`config.mk`:
```
export PLATFORM = sky130hd
export DESIGN_NAME = pll_relock_ctrl
export DESIGN_NICKNAME = d
export VERILOG_FILES = /design/src/rtl/plr_pkg.sv /design/src/rtl/plr_sync.sv /design/src/rtl/plr_timer.sv /design/src/rtl/plr_sat_cnt.sv /design/src/rtl/pll_relock_ctrl.sv
export SDC_FILE = /design/constraint.sdc
export NUM_CORES = 1
export LEC_CHECK = 0
export ABC_CLOCK_PERIOD_IN_PS = 2400
export BUFFER_PORTS_ARGS = -buffer_cell sky130_fd_sc_hd__clkbuf_2
export CAP_MARGIN = 25
export CORE_UTILIZATION = 40
export DETAILED_ROUTE_END_ITERATION = 10
export GPL_TIMING_DRIVEN = 0
export PLACE_DENSITY_LB_ADDON = 0.1
export REMOVE_ABC_BUFFERS = 1
export SLEW_MARGIN = 5
export SYNTH_ARGS = -nofsm -noshare
export SYNTH_HDL_FRONTEND = slang
export SYNTH_SLANG_ARGS = --single-unit
```
`constraint.sdc`:
```
create_clock -name clk -period 2.4 [get_ports clk]
set_input_delay 0 -clock clk [delete_from_list [all_inputs] [get_ports clk]]
set_output_delay 0 -clock clk [all_outputs]
set_load 0.01 [all_outputs]
```
`src/rtl/plr_pkg.sv`:
```
package plr_pkg;
  typedef enum logic [2:0] {
    IDLE_LOCKED = 3'd0,
    GATE        = 3'd1,
    PD_ASSERT   = 3'd2,
    WAIT_LOCK   = 3'd3,
    STABILIZE   = 3'd4,
    UNGATE      = 3'd5
  } plr_state_e;
endpackage

```
`src/rtl/plr_sync.sv`:
```
module plr_sync #(
  parameter int STAGES = 2
) (
  input  logic clk,
  input  logic rst,
  input  logic d_i,
  output logic q_o
);
  logic [STAGES-1:0] ff_q;

  always_ff @(posedge clk) begin
    if (rst) ff_q <= '0;
    else     ff_q <= {ff_q[STAGES-2:0], d_i};
  end

  assign q_o = ff_q[STAGES-1];
endmodule

```
`src/rtl/plr_timer.sv`:
```
module plr_timer #(
  parameter int W       = 8,
  parameter int RST_VAL = 0
) (
  input  logic         clk,
  input  logic         rst,
  input  logic         load_i,
  input  logic [W-1:0] load_val_i,
  output logic         done_o
);
  logic [W-1:0] cnt_q;

  always_ff @(posedge clk) begin
    if (rst)               cnt_q <= W'(RST_VAL);
    else if (load_i)       cnt_q <= load_val_i;
    else if (cnt_q != '0)  cnt_q <= cnt_q - 1'b1;
  end

  assign done_o = (cnt_q == '0);
endmodule

```
`src/rtl/plr_sat_cnt.sv`:
```
module plr_sat_cnt #(
  parameter int W = 16
) (
  input  logic         clk,
  input  logic         rst,
  input  logic         inc_i,
  output logic [W-1:0] cnt_o
);
  always_ff @(posedge clk) begin
    if (rst)                         cnt_o <= '0;
    else if (inc_i && cnt_o != '1)   cnt_o <= cnt_o + 1'b1;
  end
endmodule

```
`src/rtl/pll_relock_ctrl.sv`:
```
module pll_relock_ctrl
  import plr_pkg::*;
#(
  parameter int PD_CYCLES      = 64,
  parameter int STABLE_CYCLES  = 256,
  parameter int TIMEOUT_CYCLES = 4096,
  parameter int CNT_W          = 16,
  parameter int NUM_EN         = 2,
  parameter int SYNC_STAGES    = 2
) (
  input  logic              clk,
  input  logic              rst,
  input  logic              lock_in,
  output logic              pll_pd_n_o,
  output logic [NUM_EN-1:0] clk_en_o,
  output logic              recovering_o,
  output logic              retry_flag_o,
  output logic [CNT_W-1:0]  loss_count_o
);
  localparam int MAX_A  = (PD_CYCLES > STABLE_CYCLES) ? PD_CYCLES : STABLE_CYCLES;
  localparam int MAX_C  = (MAX_A > TIMEOUT_CYCLES) ? MAX_A : TIMEOUT_CYCLES;
  localparam int TMR_W  = $clog2(MAX_C + 1);
  localparam logic [TMR_W-1:0] PD_LOAD  = TMR_W'(PD_CYCLES - 1);
  localparam logic [TMR_W-1:0] ST_LOAD  = TMR_W'(STABLE_CYCLES - 1);
  localparam logic [TMR_W-1:0] TO_LOAD  = TMR_W'(TIMEOUT_CYCLES - 1);

  plr_state_e       state_q, state_d;
  logic             lock_s;
  logic             tmr_load;
  logic [TMR_W-1:0] tmr_val;
  logic             tmr_done;
  logic             loss_evt;
  logic             retry_set;
  logic             en_next;

  plr_sync #(.STAGES(SYNC_STAGES)) u_sync (
    .clk (clk),
    .rst (rst),
    .d_i (lock_in),
    .q_o (lock_s)
  );

  plr_timer #(.W(TMR_W), .RST_VAL(PD_CYCLES - 1)) u_timer (
    .clk        (clk),
    .rst        (rst),
    .load_i     (tmr_load),
    .load_val_i (tmr_val),
    .done_o     (tmr_done)
  );

  plr_sat_cnt #(.W(CNT_W)) u_loss_cnt (
    .clk   (clk),
    .rst   (rst),
    .inc_i (loss_evt),
    .cnt_o (loss_count_o)
  );

  // Sequencer: gate, power-down pulse, wait, qualify, ungate
  always_comb begin
    state_d   = state_q;
    tmr_load  = 1'b0;
    tmr_val   = '0;
    loss_evt  = 1'b0;
    retry_set = 1'b0;
    unique case (state_q)
      IDLE_LOCKED: begin
        if (!lock_s) begin
          state_d  = GATE;
          loss_evt = 1'b1;
        end
      end
      GATE: begin
        state_d  = PD_ASSERT;
        tmr_load = 1'b1;
        tmr_val  = PD_LOAD;
      end
      PD_ASSERT: begin
        if (tmr_done) begin
          state_d  = WAIT_LOCK;
          tmr_load = 1'b1;
          tmr_val  = TO_LOAD;
        end
      end
      WAIT_LOCK: begin
        if (lock_s) begin
          state_d  = STABILIZE;
          tmr_load = 1'b1;
          tmr_val  = ST_LOAD;
        end else if (tmr_done) begin
          state_d   = PD_ASSERT;
          tmr_load  = 1'b1;
          tmr_val   = PD_LOAD;
          retry_set = 1'b1;
        end
      end
      STABILIZE: begin
        if (!lock_s) begin
          state_d  = WAIT_LOCK;
          tmr_load = 1'b1;
          tmr_val  = TO_LOAD;
        end else if (tmr_done) begin
          state_d = UNGATE;
        end
      end
      UNGATE: begin
        state_d = IDLE_LOCKED;
      end
      default: begin
        state_d  = PD_ASSERT;
        tmr_load = 1'b1;
        tmr_val  = PD_LOAD;
      end
    endcase
  end

  assign en_next = (state_d == UNGATE) || (state_d == IDLE_LOCKED);

  always_ff @(posedge clk) begin
    if (rst) begin
      state_q      <= PD_ASSERT;
      pll_pd_n_o   <= 1'b0;
      recovering_o <= 1'b1;
      retry_flag_o <= 1'b0;
    end else begin
      state_q      <= state_d;
      pll_pd_n_o   <= (state_d != PD_ASSERT);
      recovering_o <= !en_next;
      retry_flag_o <= retry_flag_o | retry_set;
    end
  end

  // One registered enable per gated clock domain
  for (genvar g = 0; g < NUM_EN; g++) begin : g_en
    always_ff @(posedge clk) begin
      if (rst) clk_en_o[g] <= 1'b0;
      else     clk_en_o[g] <= en_next;
    end
  end
endmodule


```
* Yosys cells after proc, flatten, opt, wreduce, memory -nomap -nowiden
Cells that the tools add are included.
** Operators by class
- $add $sub $neg :: 2
- Mux-type cells :: 21
- Equality and inequality tests :: 7
- Bitwise gates (word level) :: 1
- Reduce and logical (&&, ||, !) cells :: 9
** Operators with widths (count)
- 12-bit one-hot mux with 4 select lines :: 1
- 13-bit 2-to-1 mux :: 2
- 12-bit 2-to-1 mux :: 2
- 3-bit 2-to-1 mux :: 6
- 16-bit by 1-bit adder with 16-bit output (second input constant) :: 1
- 16-bit != test (second input constant) :: 1
- 3-bit one-hot mux with 5 select lines :: 1
- 13-bit zero test :: 1
- 13-bit nonzero test :: 1
- 13-bit by 1-bit subtractor with 13-bit output (second input constant) :: 1
- 3-bit == test (second input constant) :: 3
- 8-bit 2-to-1 mux :: 1
- 3-bit by 2-bit == test with 1-bit output (second input constant) :: 2
- 3-bit zero test :: 2
- 1-bit 2-to-1 mux :: 6
- 6-bit 2-to-1 mux :: 1
- 1-bit one-hot mux with 4 select lines :: 1
- 3-bit by 2-bit != test with 1-bit output (second input constant) :: 1
- 2-bit nonzero test :: 1
- 2-bit OR reduction :: 1
- 1-bit logical AND :: 1
- 1-bit zero test :: 1
- 1-bit logical OR :: 1
- 1-bit OR :: 1
** Word-level totals
- Bits of input ports :: 3
- Flip-flop bits (word level) :: 38
- Output and inout bits :: 21

* Logic depth before layout (Yosys ltp)
Gate-level depths: netlist of run 1.
- Word-level depth :: 7
- Depth in mapped cells :: 8
- Mapped depth without buffers :: 7

* Hierarchy
From an unflattened synthesis of run 1, not the netlist that was laid out.
** Unflattened totals
- Cell total of the unflattened synthesis :: 256
- Area total of the unflattened synthesis :: 2169.6 um^2
** By module, submodules not included
- plr_sat_cnt :: sequential area each 320.3 um^2, area each 848.3 um^2, times used 1, cells each 99
- plr_timer :: sequential area each 260.2 um^2, area each 809.5 um^2, times used 1, cells each 94
- pll_relock_ctrl :: sequential area each 140.1 um^2, area each 459.2 um^2, times used 1, cells each 59
- plr_sync :: sequential area each 40.0 um^2, area each 52.6 um^2, times used 1, cells each 4

* Least setup slack after synthesis of run 1
OpenSTA, ideal clock, no wires.
- Path kind :: register -> register
- Start :: register state_q[2]
- End :: register u_timer.cnt_q[2]
- Arrival time :: 1.574 ns
- Clock period less this slack :: 1.706 ns
- Path slack :: 0.694 ns
- Buffers on the path :: 0
- Cell stages (with the launch flop) :: 8
- Cell sequence :: dfxtp_1 > inv_1 > ha_1 > inv_1 > a221oi_1 > a21oi_2 > nor2_2 > o211ai_1
** Between the ends
- Word-level cells in the longest chain between the ends :: 4
- Elaborated cells on any way between the ends :: 10
- Classes of those cells :: eq/ne (4); mux (3); reduce/logical (3)
** RTL lines
- start: declaration :: line pll_relock_ctrl.sv:27 : plr_state_e state_q, state_d;
- start signal: assignment :: line pll_relock_ctrl.sv:125 : state_q <= state_d;
- 3-bit == test / 3-bit zero test (equally long branches) :: line pll_relock_ctrl.sv:65 : unique case (state_q)
- 2-bit OR reduction (no line)
- 12-bit one-hot mux with 4 select lines / 1-bit one-hot mux with 4 select lines (equally long branches) :: line pll_relock_ctrl.sv:65
- 13-bit 2-to-1 mux / 2-bit nonzero test (equally long branches)
- end signal: assignment :: line plr_timer.sv:14 : if (rst) cnt_q <= W'(RST_VAL);
- end signal: assignment :: line plr_timer.sv:15 : else if (load_i) cnt_q <= load_val_i;
- end signal: assignment :: line plr_timer.sv:16 : else if (cnt_q != '0) cnt_q <= cnt_q - 1'b1;
- end: declaration :: line plr_timer.sv:11 : logic [W-1:0] cnt_q;
Several ways; a longest one is shown, not always the timed one.
A chain may end at the register's enable or synchronous reset.

* Worst setup path in the final report of run 1
- Start :: register state_q[1]
- End :: register u_timer.cnt_q[2]
Same word-level chain as after synthesis.

==> results.txt, run 1 <==
Data on the critical path is required at its endpoint by 2.56 ns. The largest individual stage delay along the critical path comes from the cell dfxtp_1. For this run, design rule violations remaining after detail routing come to 0. The post-layout worst setup margin came out at 0.280 ns. The total setup violations reported at the end of the flow is 0.

Traced cell by cell, the critical path runs through ha_1, inv_1, a221oi_1, a21oi_2, nor2_2, o211ai_1. The critical path buffer and inverter count came out at 1. The DRC marker count from the first detailed-route iteration is 61. STA classifies the critical path endpoint as a register.

The internal power summed over all cells came out at 0.879 mW. The detailed-router iteration count before antenna repair came out at 4. The proportion of power drawn by the clock network came out at about two fifths.

The shortest period the worst path allows is 2.12 ns. Net switching is 21.6% of the power. The count of final max-slew check failures was 0. The run finished with clean final reports. Summed over all cells, the static leakage comes to 0.840 nW. The maximum clock frequency is 472 MHz. The number of nets with antenna violations after routing came out at 0. The post-cts sizing count is 0. The clock-pin slew on the worst setup and hold paths is 0.08 ns. Summed over its instances, the top area cell type makes up 38.0% of the synthesized netlist area.

The largest vdd supply drop came out at approximately 270 µV. The slew at the pin closest to its max-slew limit is 0.575 ns. The detail-routed via count per cell is 5.15. The number of inserted filler cells in the final layout came out at 490. The portion of total power attributed to combinational logic came out at 2.6%. The weighted congestion at the end of routability-driven global placement came out at 0.703.

TritonCTS built the clock tree. 24 I/O pins were placed. The number of instances on the worst hold path came out at 2. After synthesis, the netlist uses 54 different library cells. The number of antenna violations at the first check in global routing came out at 0. The fraction of registers with async set or reset after synthesis came out at 0%. In the synthesized netlist, the cells that appear most often are 38 x dfxtp_1, 30 x nor2_1, 16 x nand2_1. The synthesized design contains 0 enable-type register cells.

The number of sinks driven by the clock tree is 38. The mapped cell area came out at 0.00200 mm². The tree is rooted in a clkbuf_8. After clock tree synthesis, the setup repair step added 0 buffers.

The total of buffers placed on input and output ports came out at 23. For hold timing, the worst endpoint is u_loss_cnt.cnt_o[13]$_SDFFE_PP0P_. The half-perimeter wire length of the detailed placement result came out at approximately 2.8 mm.

The clock insertion delay at the later pin of the skew report is around 0.28 ns. The wire length reported by the detailed router came out at 3.88 mm. Clock skew on the completed layout was measured at 0.00449 ns. The effective utilization at floorplan is between 40% and 50%.

The clock tree synthesis step divided the H-tree into 2 levels. The worst slack at placement came out at 0.287 ns. Counting flops and latches in the post-synthesis netlist gives 38. The largest stage delay on the critical path is 0.64 ns. The non-filler instance count after layout came out at 313. For this run, the number of Yosys warnings is 0. The family with the most delay on the worst path is compound AO/OA/AOI/OAI gates. The width of the die came out at just over 70 µm.

The area inside the core boundary is 0.00479 mm². The relative area change from synthesis to final layout came out at 13.3%. Of all nets on the critical path, the largest fanout is 14. The most frequently used cell type in the post-synthesis netlist is dfxtp_1.

The setup check on the worst reg-to-reg path leaves a slack of 0.28 ns. The max-capacitance violation count came out at 0. In the post-synthesis netlist, the biggest area contributors are dfxtp_1 38%, xnor2_1 6.6%, nor2_1 5.6%. The sum of overflow across all layers after global routing came out at 0. The final layout contains roughly 250 nets. The total count of hold-check failures in the final report is 0. The endpoint identified for the worst register-to-register timing path is u_timer.cnt_q[2]$_SDFFE_PP1P_. The cell type with the highest aggregate area in the netlist is dfxtp_1.

The post-placement cell count came out at just over 300. The worst register-to-register path has a depth of 6. Dividing the detail-routed wire length by the instance count gives 12.4 µm. Global routing consumed, over all layers together, between 10% and 20% of the routing resources. The height of the die came out at 72.8 µm. The post-synthesis average cell area is a little over 9 µm². The signal arrival time at the worst endpoint came out at 2.28 ns. Setup repair after global routing left no endpoint under its margin. The worst register-to-register path begins at state_q[1]$_SDFF_PP1_. The worst slew margin relative to its limit came out at 61.0%. The wire length of the first global-routing pass is 6.64 mm. The share of layout cells above drive strength 1 came out at 19.1%. The floorplan row count came out at 25. The final total negative setup slack is 0 ns.

The maximum number of pins on one net before global-route repair is 25. The overall via count from detail_route is 1613. Dividing total power by cell area gives a power density of 494 mW/mm². The via count of the first global-routing pass came to 1422. The instance count of the mapped netlist came out at 221. The net switching component of the power is 0.243 mW. The final cycle utilization of the critical path came out at 88.3%.

The total clock buffers created by CTS is 5. The path class of the tightest hold or removal check is primary input to register. The worst setup path is launched from a register. Sequential cells burn 57.1% of the power. The maximum clock path buffer count is 2.

The repair_antennas step left the layout with diodes totalling 0. The most used flip-flop cell after synthesis is dfxtp_1. The path type of the worst setup path is register to register.

The worst hold path begins at rst. The die outline area is 0.00529 mm². The post-synthesis sequential area ratio came out at 38.0%.

After clock tree synthesis, the flow added hold-fix buffers numbering 1.
[through the flow]
stage	instance area [µm²]	power, mW	hold WS [ns]	util [%]
2_1_floorplan	1970	0.672	0.0716	-
3_3_place_gp	2170	0.684	0.212	45.3
3_5_place_dp	2170	0.685	0.221	45.3
4_1_cts	2270	1.14	0.246	47.4
5_1_grt	2270	1.17	0.264	47.4
6_report	2270	1.12	0.244	47.4
[how the worst max path moves through the flow]
stage	start	endpoint	cells after the start
2_1_floorplan	state_q[1]$_SDFF_PP1_	u_timer.cnt_q[2]$_SDFFE_PP1P_	6
3_3_place_gp	state_q[1]$_SDFF_PP1_	u_timer.cnt_q[2]$_SDFFE_PP1P_	6
3_5_place_dp	state_q[1]$_SDFF_PP1_	u_timer.cnt_q[2]$_SDFFE_PP1P_	6
4_1_cts	state_q[1]$_SDFF_PP1_	u_timer.cnt_q[2]$_SDFFE_PP1P_	6
5_1_grt	state_q[1]$_SDFF_PP1_	u_timer.cnt_q[2]$_SDFFE_PP1P_	6
6_report	state_q[1]$_SDFF_PP1_	u_timer.cnt_q[2]$_SDFFE_PP1P_	6
[kinds of logic after synthesis]
kind of cell / after synthesis / synth area share (%)
AND/OR/NAND/NOR: 108 / 34.1
flip-flops: 38 / 38.0
AO/OA/AOI/OAI: 34 / 12.0
XOR/XNOR: 22 / 9.62
buffers and inverters: 13 / 2.81
multiplexers: 3 / 1.62
adder cells (fa/ha/maj): 3 / 1.87
[metal layers]
layer | part of all wire [%] | vias up | global-route usage [%]
met5 | 0 | - | 0
met1 | 54 | 750 | 22.9
li1 | - | 836 | -
met4 | 1.1 | 0 | 5.88
met3 | 3.4 | 5 | 3.73
met2 | 42 | 22 | 23.6
[placed cells by master, fill, tap and decap left out, types with 2 or more instances in the layout]
cell,n
a21oi_1,5
a221oi_1,2
nand2_1,16
nor2b_1,5
o21ai_0,5
xor2_1,7
o21bai_1,2
ha_1,3
nor4_1,6
nor3b_1,2
nor4_4,4
inv_1,6
mux2_2,2
nor3_1,4
nand2b_1,6
and4_1,2
clkbuf_2,23
o21a_1,6
and3_1,4
clkbuf_8,6
a211o_1,2
dfxtp_1,38
nand3_1,7
or4_4,2
nor2_1,30
or3_1,3
xnor2_1,15
nand4_1,5
[cell type report]
class | instances | area [µm²] | share of cell area (%)
well taps | 67 | 83.8 | 3.69
clock buffers | 7 | 86.3 | 3.80
clock inverters | 1 | 5.00 | 0.221
multi-input cells | 170 | 1190 | 52.3
flip-flops and latches | 38 | 761 | 33.5
repair buffers | 24 | 125 | 5.51
inverters | 6 | 22.5 | 0.992
[flip-flops by register name, indices dropped and copies added, names as in the netlist]
signal,cells
u_sync.ff_q,2
clk_en_o,1
retry_flag_o,1
recovering_o,1
pll_pd_n_o,1
u_loss_cnt.cnt_o,16
u_timer.cnt_q,13
state_q,3
[power groups by stage]
stage          logic (mW)  clock network [mW]  registers, mW
3_5_place_dp       0.0288                   0          0.656
4_1_cts            0.0301               0.471          0.641
6_report           0.0296               0.451          0.641
3_3_place_gp       0.0284                   0          0.656
5_1_grt            0.0341               0.498          0.642
2_1_floorplan      0.0180                   0          0.654
Note: power is estimated with default switching activity, not from simulation.
==> run 2: changes to the inputs <==
--- a/config.mk
+++ b/config.mk
@@ -5,6 +5,7 @@
 export SDC_FILE = /design/constraint.sdc
 export NUM_CORES = 1
 export LEC_CHECK = 0
+export ABC_AREA = 1
 export ABC_CLOCK_PERIOD_IN_PS = 2400
 export BUFFER_PORTS_ARGS = -buffer_cell sky130_fd_sc_hd__clkbuf_2
 export CAP_MARGIN = 25
==> run 2 against run 1 <==
Flip-flop and latch count stayed put. Register-to-register slack better by 0.27 ns. Clock power is 7.5% lower. Design area is 1.6% lower. Combinational power is 83% higher. Synthesized cell count is 27% higher. First-iteration DRC count is 43% higher.
==> results.txt, run 2 <==
The worst endpoint required time came out at 2.63 ns (was 2.56 ns). The number of antenna violations at the first check in global routing is 0 (unchanged). The half-perimeter wire length of the detailed placement result is 2.89 mm (was 2.75 mm). The via count of the first global-routing pass is 1548 (was 1422). The number of inserted filler cells in the final layout came to 529 (was 490). The instance count of the mapped netlist is 280 (was 221). The number of H-tree levels is 2 (unchanged). The shortest period the worst path allows was 1.85 ns (was 2.12 ns). The area inside the core boundary came out at 0.00475 mm² (was 0.00479 mm²).

The synthesis-stage register bit count is 38 (unchanged). The warning count from the yosys run came out at 0 (unchanged). The detail-routed via count per cell is 4.72 (was 5.15). The wire length reported by the detailed router came out at 4.01 mm (was 3.88 mm). The slew at the pin closest to its max-slew limit is 0.515 ns (was 0.575 ns). The most used flip-flop cell after synthesis is dfxtp_1 (unchanged). The overall via count from detail_route is 1750 (was 1613). The share of layout cells above drive strength 1 came out at 16.4% (was 19.1%). The worst slew margin relative to its limit was 65.6% (was 61.0%). Leading post-synthesis cells by cell area: dfxtp_1 38%, nand2_1 11%, nor2_1 7.9% (was dfxtp_1 38%, xnor2_1 6.6%, nor2_1 5.6%).

The number of flip-flops in the largest register came out at 16 (unchanged). The weighted congestion at the end of routability-driven global placement is 0.833 (was 0.703). The cell type with the highest aggregate area in the netlist is dfxtp_1 (unchanged). The final total negative setup slack came out at 0 ns (unchanged). The mapped cell area came to 0.00200 mm² (about the same). The number of sinks driven by the clock tree is 38 (unchanged). The clock insertion delay at the later pin of the skew report is 0.29 ns (was 0.28 ns).

The count of final max-slew check failures is 0 (unchanged). The effective utilization at floorplan is 42.1% (was 41.9%). The total of buffers placed on input and output ports came out at 23 (unchanged). The number of enable-type register cells in the synthesized netlist came out at 0 (unchanged). The total setup violations reported at the end of the flow is 0 (unchanged). The area of all placed cells without fillers is 0.00223 mm² (was 0.00227 mm²). The distinct cell type count after synthesis was 35 (was 54).

The die outline area came to 0.00529 mm² (about the same). The relative area change from synthesis to final layout came out at 11.6% (was 13.3%). The kind of launch point of the worst setup path is a register (unchanged). The clock root buffer is clkbuf_8 (unchanged). The power density over cell area came out at 500 mW/mm² (was 494 mW/mm²). The count of unresolved DRC violations after routing is 0 (unchanged). The type of the tightest min-delay check is primary input to register (unchanged).

Largest registers: u_loss_cnt.cnt_o (16), u_timer.cnt_q (13), state_q (3) (unchanged). The register-to-register setup slack is 0.55 ns (was 0.28 ns). The signal arrival time at the worst endpoint is 2.07 ns (was 2.28 ns).

The maximum clock frequency is 542 MHz (was 472 MHz). The fraction of registers with async set or reset after synthesis came out at 0% (unchanged). The post-cts sizing count is 0 (unchanged).

The most frequently used cell type in the post-synthesis netlist is nand2_1 (was dfxtp_1). Status: finished clean (unchanged). Unrepaired setup endpoints after global routing: no (unchanged). The number of top-level pins came out at 24 (unchanged). The width of the die is 72.7 µm (was 72.8 µm). The kind of end point of the critical path is a register (unchanged). The number of nets with antenna violations after routing is 0 (unchanged). The floorplan row count is 25 (unchanged). The register bank with the most flops is u_loss_cnt.cnt_o (unchanged). The detailed-router iteration count before antenna repair came to 4 (unchanged).

The average wire per standard cell is 10.8 µm (was 12.4 µm). The DRC marker count from the first detailed-route iteration came out at 87 (was 61). The largest fanout on the critical path came to 15 (was 14). The post-synthesis average cell area was 7.15 µm² (was 9.06 µm²). The clock skew after layout is 0.00835 ns (was 0.00449 ns). The number of nets in the finished design came out at 310 (was 251). Commonest cells after routing, fill and taps aside: 56 x nand2_1, 42 x nor2_1, 38 x dfxtp_1, 35 x inv_1, 23 x clkbuf_2 (was 38 x dfxtp_1, 30 x nor2_1, 23 x clkbuf_2, 16 x nand2_1, 15 x xnor2_1). The area taken by flip-flops and latches is 761 µm² (unchanged). The static power due to leakage is 0.962 nW (was 0.840 nW). The path type of the worst setup path was register to register (unchanged).

The largest vdd supply drop was 299 µV (was 266 µV). The total count of hold-check failures in the final report is 0 (unchanged). Most instantiated cells after synthesis: 56 x nand2_1, 42 x nor2_1, 38 x dfxtp_1 (was 38 x dfxtp_1, 30 x nor2_1, 16 x nand2_1). The post-synthesis sequential area ratio came to 38.0% (about the same). The overall routing resource usage came out at 17.3% (was 16.1%).

The wire length of the first global-routing pass came out at 7.12 mm (was 6.64 mm). The placed standard-cell area came out at 0.00214 mm² (was 0.00217 mm²). The final cycle utilization of the critical path is 76.9% (was 88.3%).

The maximum number of pins on one net before global-route repair came to 19 (was 25). The max-capacitance violation count is 0 (unchanged). The clock tree from TritonCTS is done (unchanged). The sum of overflow across all layers after global routing is 0 (unchanged). The number of diodes added for antenna fixing came out at 0 (unchanged).

The area used by multi-input combinational logic is 0.00104 mm² (was 0.00119 mm²). The portion of synthesized cell area occupied by the leading cell type came out at 38.0% (about the same). The maximum clock path buffer count is 2 (unchanged). The clock-pin slew on the worst setup and hold paths came to 0.08 ns (about the same).

The commonest non-fill, non-tap cell in the layout was nand2_1 (was dfxtp_1). The core occupancy in the finished layout is 47.0% (was 47.4%). The height of the die came to 72.7 µm (was 72.8 µm). The total clock buffers created by CTS is 5 (unchanged).
## run 2: cell types whose count changed in the layout (fill, tap and decap cells not counted), sizes merged, moves of 5 or more
cell,previous run,this run
nand3,7,24
nand2b,6,0
nor3,5,11
nor4,11,1
nor2b,5,0
inv,6,37
nor2,31,45
nand2,16,60
xnor2,15,4
a21oi,6,16
o21a,6,0
o21ai,7,14
## run 2: kinds of logic after synthesis
| group | count (synthesis) | synth area share [%] |
|---|---|---|
| fa+ha+maj | 3 | 1.88 |
| compound gates | 35 | 10.3 |
| simple gates | 149 | 35.1 |
| buf+inv | 44 | 9.88 |
| flops | 38 | 38.0 |
| xor+xnor | 11 | 4.81 |
## run 2: power by group
part | internal, mW | switching, mW | leakage (nW)
combinational | 0.0179 | 0.0364 | 0.611
sequential | 0.641 | 0.00466 | 0.307
clock | 0.195 | 0.222 | 0.0438
total | 0.854 | 0.263 | 0.962
## run 2: layout make-up
class                           instances  share of cell area [%]
Multi-Input combinational cell        198                    46.7
Sequential cell                        38                    34.1
Inverter                               37                    6.33
Timing Repair Buffer                   24                    5.60
Tap cell                               67                    3.75
Clock buffer                            5                    3.08
Clock inverter                          2                   0.448
## run 2: timing repair
item | CTS | global route
hold endpoints to repair | 1 | 0
hold buffers | 1 | 0
buffers inserted | 0 | 0
## run 2: routing by layer
layer	up-vias	track usage, %	routed length [µm]
met5	-	0	0
met4	0	5.88	53
met2	24	24.4	1650
met1	773	25.5	2170
met3	6	4.14	134
li1	947	-	-
## run 2: worst max-delay path, stage by stage (launching register included)
cell and delay (ns):
dfxtp_1 0.45, ha_1 0.18, inv_1 0.08, nor3_4 0.34, nand3_2 0.14, nand2_4 0.18
inv_4 0.12, nand3_1 0.10, o21ai_0 0.08, nor2_1 0.11
## run 2: final timing paths
path                                    start                                 to  depth (start not counted)
min                                       rst  u_loss_cnt.cnt_o[11]$_SDFFE_PP0P_                          2
max          u_loss_cnt.cnt_o[0]$_SDFFE_PP0P_  u_loss_cnt.cnt_o[10]$_SDFFE_PP0P_                          9
min reg2reg         u_sync.ff_q[0]$_SDFF_PP0_          u_sync.ff_q[1]$_SDFF_PP0_                          2
max reg2reg  u_loss_cnt.cnt_o[0]$_SDFFE_PP0P_  u_loss_cnt.cnt_o[10]$_SDFFE_PP0P_                          9
## run 2: through the flow
step | setup WS [ns] | std cells | hold WS, ns | total power, mW
3_5_place_dp | 0.564 | 363 | 0.196 | 0.714
5_1_grt | 0.374 | 371 | 0.186 | 1.17
4_1_cts | 0.537 | 371 | 0.180 | 1.14
6_report | 0.554 | 371 | 0.169 | 1.12
2_1_floorplan | 0.776 | 273 | 0.0691 | 0.697
3_3_place_gp | 0.554 | 363 | 0.195 | 0.714
